**src/rtl/spi_sr_guard.sv**
```systemverilog
module spi_sr_guard #(
  parameter int DATA_BYTES = 2,
  parameter int SYNC_STAGES = 2,
  parameter logic [7:0] OP_WREN = 8'h06,
  parameter logic [7:0] OP_WRDI = 8'h04,
  parameter logic [7:0] OP_RDSR = 8'h05,
  parameter logic [7:0] OP_WRSR = 8'h01
) (
  input  logic clk,
  input  logic rst_n,
  input  logic sck,
  input  logic cs_n,
  input  logic mosi,
  input  logic wp_n,
  output logic miso,
  output logic miso_oe,
  output logic quad_en
);

  localparam int LAST = SYNC_STAGES - 1;

  typedef enum logic [2:0] {S_IDLE, S_CMD, S_READ, S_WDATA, S_HOLD, S_STBY} st_t;

  logic [LAST:0] sck_p, cs_p, mosi_p, wp_p;
  logic sck_s, cs_s, mosi_s, wp_s;
  logic sck_d, cs_d;
  logic sck_rise, sck_fall, cs_rise, cs_fall;

  st_t        state;
  logic [2:0] bitcnt;
  logic [6:0] shreg;
  logic [7:0] tx;
  logic [7:0] rx;
  logic [7:0] status;
  logic       wel, srwd, qe;
  logic       new_srwd, new_qe, commit, didx;
  logic       wr_open;

  always_ff @(posedge clk or negedge rst_n) begin
    if (!rst_n) begin
      sck_p  <= '0;
      cs_p   <= '1;
      mosi_p <= '0;
      wp_p   <= '1;
      sck_d  <= 1'b0;
      cs_d   <= 1'b1;
    end else begin
      sck_p  <= {sck_p[LAST-1:0], sck};
      cs_p   <= {cs_p[LAST-1:0], cs_n};
      mosi_p <= {mosi_p[LAST-1:0], mosi};
      wp_p   <= {wp_p[LAST-1:0], wp_n};
      sck_d  <= sck_s;
      cs_d   <= cs_s;
    end
  end

  assign sck_s    = sck_p[LAST];
  assign cs_s     = cs_p[LAST];
  assign mosi_s   = mosi_p[LAST];
  assign wp_s     = wp_p[LAST];
  assign sck_rise = sck_s & ~sck_d;
  assign sck_fall = ~sck_s & sck_d;
  assign cs_rise  = cs_s & ~cs_d;
  assign cs_fall  = ~cs_s & cs_d;

  assign rx      = {shreg, mosi_s};
  assign status  = {srwd, 5'b0, wel, 1'b0};
  assign wr_open = (state == S_WDATA);
  assign miso_oe = (state == S_READ);
  assign miso    = miso_oe ? tx[7] : 1'b1;
  assign quad_en = qe;

  always_ff @(posedge clk or negedge rst_n) begin
    if (!rst_n) begin
      state    <= S_IDLE;
      bitcnt   <= '0;
      shreg    <= '0;
      tx       <= '1;
      wel      <= 1'b0;
      srwd     <= 1'b0;
      qe       <= 1'b0;
      new_srwd <= 1'b0;
      new_qe   <= 1'b0;
      commit   <= 1'b0;
      didx     <= 1'b0;
    end else if (cs_rise) begin
      if (state == S_HOLD && commit) begin
        srwd <= new_srwd;
        qe   <= new_qe;
        wel  <= 1'b0;
      end
      commit <= 1'b0;
      state  <= S_IDLE;
    end else if (cs_fall) begin
      state  <= S_CMD;
      bitcnt <= '0;
      didx   <= 1'b0;
      commit <= 1'b0;
    end else if (!cs_s && sck_rise && state != S_IDLE && state != S_STBY) begin
      shreg  <= rx[6:0];
      bitcnt <= bitcnt + 3'd1;
      if (bitcnt == 3'd7) begin
        case (state)
          S_CMD: begin
            if (rx == OP_WREN) begin
              wel   <= 1'b1;
              state <= S_HOLD;
            end else if (rx == OP_WRDI) begin
              wel   <= 1'b0;
              state <= S_HOLD;
            end else if (rx == OP_RDSR) begin
              tx    <= status;
              state <= S_READ;
            end else if (rx == OP_WRSR) begin
              if (wel && !(!wp_s && srwd)) begin
                state  <= S_WDATA;
                didx   <= 1'b0;
                new_qe <= qe;
              end else begin
                state <= S_STBY;
              end
            end else begin
              state <= S_STBY;
            end
          end
          S_READ: tx <= status;
          S_WDATA: begin
            if (!didx) begin
              new_srwd <= rx[7];
              if (DATA_BYTES == 1) begin
                commit <= 1'b1;
                state  <= S_HOLD;
              end else begin
                didx <= 1'b1;
              end
            end else begin
              new_qe <= rx[1];
              commit <= 1'b1;
              state  <= S_HOLD;
            end
          end
          default: ;
        endcase
      end
    end else if (sck_fall && state == S_READ && bitcnt != 3'd0) begin
      tx <= {tx[6:0], 1'b1};
    end
  end

endmodule


```
**config.mk**
```make
export PLATFORM = sky130hd
export DESIGN_NAME = spi_sr_guard
export DESIGN_NICKNAME = d
export VERILOG_FILES = /design/src/rtl/spi_sr_guard.sv
export SDC_FILE = /design/constraint.sdc
export NUM_CORES = 1
export LEC_CHECK = 0
export ABC_AREA = 1
export BUFFER_PORTS_ARGS = -buffer_cell sky130_fd_sc_hd__buf_2
export CORE_MARGIN = 8
export CORE_UTILIZATION = 54
export DETAILED_ROUTE_END_ITERATION = 10
export PLACE_DENSITY = 0.74
export RECOVER_POWER = 25
export SETUP_SLACK_MARGIN = 0.5
export SLEW_MARGIN = 15
export SYNTH_ARGS = -nofsm -noshare
export SYNTH_HDL_FRONTEND = slang
export SYNTH_SLANG_ARGS = --single-unit
```
**constraint.sdc**
```tcl
create_clock -name clk -period 1.7 [get_ports clk]
set_input_delay 0.17 -clock clk [delete_from_list [all_inputs] [get_ports clk]]
set_output_delay 0.17 -clock clk [all_outputs]
set_load 0.02 [all_outputs]
```
### Yosys cells after proc, flatten, opt, wreduce, memory -nomap -nowiden

Index checks and enable logic that the tools add are counted.

| operators by class | value |
|---|---|
| $lt $le $gt $ge | 0 |
| multiplexer cells | 51 |
| bitwise logic cells | 11 |
| shifts and indexed selects | 0 |
| $add $sub $neg | 1 |
| reductions and logical operators | 37 |
| equality and inequality tests | 29 |
| divide/modulo/power cells | 0 |
| multiply operators | 0 |

Operators with widths:

| cell | count |
|---|---|
| 2-to-1 mux 8 bit | 6 |
| 2-to-1 mux 3 bit | 12 |
| 2-to-1 mux 1 bit | 29 |
| inequality test 3 bit, second input constant | 9 |
| == test 8 x 3 -> 1 bit, second input constant | 3 |
| nonzero test 3 bit | 8 |
| one-hot mux 8 bit (2 select lines) | 1 |
| inequality test 2 bit, second input constant | 7 |
| nonzero test 2 bit | 7 |
| AND reduction 6 bit | 2 |
| AND reduction 11 bit | 1 |
| AND reduction 9 bit | 1 |
| == test 8 x 1 -> 1 bit, second input constant | 1 |
| logical AND 1 bit | 8 |
| AND reduction 4 bit | 2 |
| AND reduction 8 bit | 1 |
| NOT 1 bit | 7 |
| == test 3 x 2 -> 1 bit, second input constant | 2 |
| == test 3 bit, second input constant | 2 |
| one-hot mux 3 bit (2 select lines) | 1 |
| AND 1 bit | 4 |
| inequality test 2 x 1 -> 1 bit, second input constant | 2 |
| inequality test 4 bit, second input constant | 1 |
| one-hot mux 1 bit (2 select lines) | 2 |
| 7 further kinds | 10 |

| word-level totals | value |
|---|---|
| RAM bits | 0 |
| bits in read-only memories | 0 |
| word-level logic and storage cells | 146 |
| output and inout bits | 3 |
| bits in registers | 38 |
| latch bits | 0 |
| input bits | 6 |
| memories | 0 |

### Depth between registers and ports, before layout

| depth | value |
|---|---|
| depth after elaboration | 14 |
| depth in mapped cells | 11 |
| depth with buffers taken out | 11 |

### Least setup slack after synthesis

Ideal clock, no wire load.

| path | value |
|---|---|
| path kind | register to register |
| start point | register cs_p[1] |
| end point | register tx[0] |
| period minus slack after synthesis | 1.556 ns |
| setup time | 0.077 ns |
| arrival | 1.479 ns |
| slack | 0.144 ns |
| buffers on the path | 0 |
| cell stages (with the launch flop) | 8 |
| data required time | 1.623 ns |
| path through | dfstp_2 > inv_1 > ha_1 > o21ai_1 > a21oi_2 > nand2_2 > nand2_1 > nand2_1 |

| between the ends | value |
|---|---|
| longest elaborated chain between the ends | 6 |
| elaborated cells between the ends (all ways) | 17 |

Ends and longest elaborated chain:

| what | line | RTL |
|---|---|---|
| from (decl) | 24 | `logic [LAST:0] sck_p, cs_p, mosi_p, wp_p;` |
| from (signal assigned) | 49 | `cs_p <= {cs_p[LAST-1:0], cs_n};` |
| logical NOT 1 bit | 99 | `end else if (!cs_s && sck_rise && state != S_IDLE && state != S_STBY) begin` |
| logical AND 1 bit (3 in series) | 99 |  |
| inequality test 3 bit (no line) (tied with other cells) | -- |  |
| AND reduction 8 bit (no line) | -- |  |
| to (signal assigned) | 112 | `tx <= status;` |
| to (signal assigned) | 126 | `S_READ: tx <= status;` |
| to (signal assigned) | 146 | `tx <= {tx[6:0], 1'b1};` |
| to (decl) | 32 | `logic [7:0] tx;` |

Several ways; a longest one is shown, not always the timed one.
A chain may end at the register's enable or synchronous reset.

### Final worst setup path

| path | value |
|---|---|
| start point | register cs_p[1] |
| end point | register tx[2] |

Same word-level chain as after synthesis.

==> flow_summary.yaml <==
status:
  status: "finished clean"
synthesis:
  synth_most_common_cell: "nand2_1"
  synth_top_area_cell: "dfrtp_1"
  ys_warn_count: 0
  synthSimpleGateAreaFrac_pct: 29.3
  synthFlopType: "dfrtp_1"
  synth-compound-area-share_pct: 8.38
  yosysSeqAreaShare_pct: 50.6
  synth_nets: 237
  yosys-top-cells-count: "73 x nand2_1, 32 x inv_1, 25 x dfrtp_1"
  synth-xor-area-share_pct: 0
  synth_top_area_share_pct: 32.7
  synth_edf_count: 0
  synth_area_leaders: "dfrtp_1 33%, dfstp_2 18%, nand2_1 14%"
  syn-instance-count: 226
  synthAdderAreaFrac_pct: 3.27
  synth-async-reset-ratio_pct: 100
  avgSynthCellArea_um2: 8.45
  synth_cell_types: 26
  synth_top_family_by_area: "simple AND/OR/NAND/NOR gates"
  netlist_area_um2: 1910
  muxShareOfSynthArea_pct: 0
  synth-seq-cells: 38
clock_tree:
  numCtsBuffers: 5
  clkLatencyLatePin_ns: 0.34
  ctsLongestPathBuffers: 2
  cts_tree: "done"
  clk_pin_slew_worst_paths_ns: 0.12
  root_buffer: "clkbuf_4"
  cts_sinks: 38
  htreeDepth: 2
power:
  power_uw: 2270
  leakagePower_uw: 0.00120
  powerDensity_nw_per_um2: 908
  ir_drop_mv: 0.677
worst_setup_path:
  r2r_cells: 7
  critPathLaunch: "cs_p[1]"
  r2r_setup_slack_ns: 0.17
  timing.critical_path.to: "tx[2]"
  r2r-start: "cs_p[1]"
  critPathKind: "reg2reg"
  required_ns: 1.98
  cp_max_fo: 8
  worstSetupEndpointType: "register"
  cp.arrival_ns: 1.81
  worstSetupStartpointType: "register"
  reg2reg_to: "tx[2]"
global_route:
  grt_usage_pct: 15.5
  overflow: 0
  grt_pass1_wl_um: 6650
  grt_max_degree: 39
  antenna_found_initial: 0
  grt_pass1_vias: 1471
route:
  wl_per_cell_um: 13.1
  drtIter0Drc: 102
  via_per_inst: 5.07
  ant_nets: 0
  drt_wl_total_um: 4090
  first_pass_iters: 4
  vias: 1578
  route.detailed.drc: 0
timing:
  layout_setup_ws_ns: 0.169
  fin_skew_ns: 0.0119
  finalCritPeriodShare_pct: 90.1
  worst_pin_slew_ns: 0.896
  max_freq_mhz: 653
  rsz0062_at_grt: "true"
  setup-tns-final_ns: 0
  fin_crit_ns: 1.53
  slew_headroom_pct: 40.3
  finalHoldViolCount: 0
  setup-violations-final: 0
  drv_slew: 0
die:
  die-area_um2: 5700
  die_y_um: 75.5
  fp-row-count: 21
  io_pins: 9
  core_area_um2: 3360
  fp.dieW_um: 75.5
  initial_core_util_pct: 56.8
placement:
  placed_cells: 281
  gp_congestion: 0.901
  preCtsSetupSlack_ns: 0.109
  hpwlAfterDp_um: 2630
  numPortBuffers: 8
min_path:
  min_path_cells: 0
  hold_path.class: "reg2reg"
  min-delay-start: "mosi_p[0]"
final_layout:
  drive_above_1_share_pct: 41.1
  final_util_pct: 74.3
  antenna_cells: 0
  nFillCells: 268
  fin_nets: 275
  fin_cells: 311
  area.growth.synth_to_final_pct: 30.7
run:
  maxCapViolations: 0
[worst min path at each step]
stage | to | slack [ns]
2_1_floorplan | bitcnt[0] | -0.13
3_3_place_gp | new_srwd | 0.24
3_5_place_dp | shreg[5] | 0.24
4_1_cts | wp_p[1] | 0.36
5_1_grt | mosi_p[1] | 0.37
6_report | mosi_p[1] | 0.36
[final cells by class]
type                    count  area (um^2)  area share [%]
flip-flops and latches     38          971            38.9
multi-input cells         152          960            38.4
repair buffers             31          250            10.0
inverters                  36          153            6.11
well taps                  46         57.6            2.30
clock inverters             3         68.8            2.76
clock buffers               5         37.5            1.50
[critical path, stage by stage (launching register included)]
cell and delay (ns):
dfstp_2 0.60, inv_2 0.06, ha_4 0.28, o21ai_4 0.06, a21oi_2 0.17, nand2_2 0.16
nand2_1 0.10, nand2_1 0.05
[sequential cells by signal, indices dropped and copies added, names as in the netlist, 2 cells and up]
name,flops
bitcnt,3
cs_p,2
mosi_p,2
sck_p,2
shreg,7
state,3
tx,8
wp_p,2
[per-layer routing]
metal,up-vias,GRT usage [%],wire length [um]
li1,785,-,-
met5,-,0,0
met3,14,3.82,262
met2,53,25.5,1950
met1,726,18.7,1790
met4,0,6.82,82
[power breakdown]
part | internal (uW) | switching (uW) | total (uW)
registers | 970 | 45.5 | 1020
logic | 183 | 309 | 492
clock network | 460 | 301 | 760
[per-stage QoR]
stage,hold slack [ns],instance area (um^2)
floorplan,-0.126,1970
global placement,0.239,2060
detailed placement,0.240,2060
CTS,0.365,2420
global route,0.367,2500
finish,0.361,2500
[cell usage in the layout, fill, tap and decap left out, drive strengths merged]
cell         instances
dfstp               13
nor3                 4
nor2                15
dfrtp               25
inv                 36
nand3b               1
nand3               17
a21oi                4
bufinv               2
clkbuf               6
or2                  1
a31oi                1
o21ai               20
nand4                1
dlygate4sd3          5
nand2               83
buf                 25
clkinv               1
ha                   5
[cell families (layout without fill, tap and decap cells)]
group,Yosys count,in the layout
AOI/OAI and AO/OA,25,25
adders and majority gates,5,5
buffers and inverters,37,75
DFF,38,38
and+or+nand+nor,121,122
[timing repair]
item                                    in CTS  in global routing
endpoints found under the hold margin       29                  0
buffers inserted                            11                  5
pin swaps                                   20                  9
endpoints found under the setup margin      30                 30
cloned                                       1                  0
hold buffers                                 5                  0
gates resized for setup                     37                 12
Power figures use the tool's default switching activity.
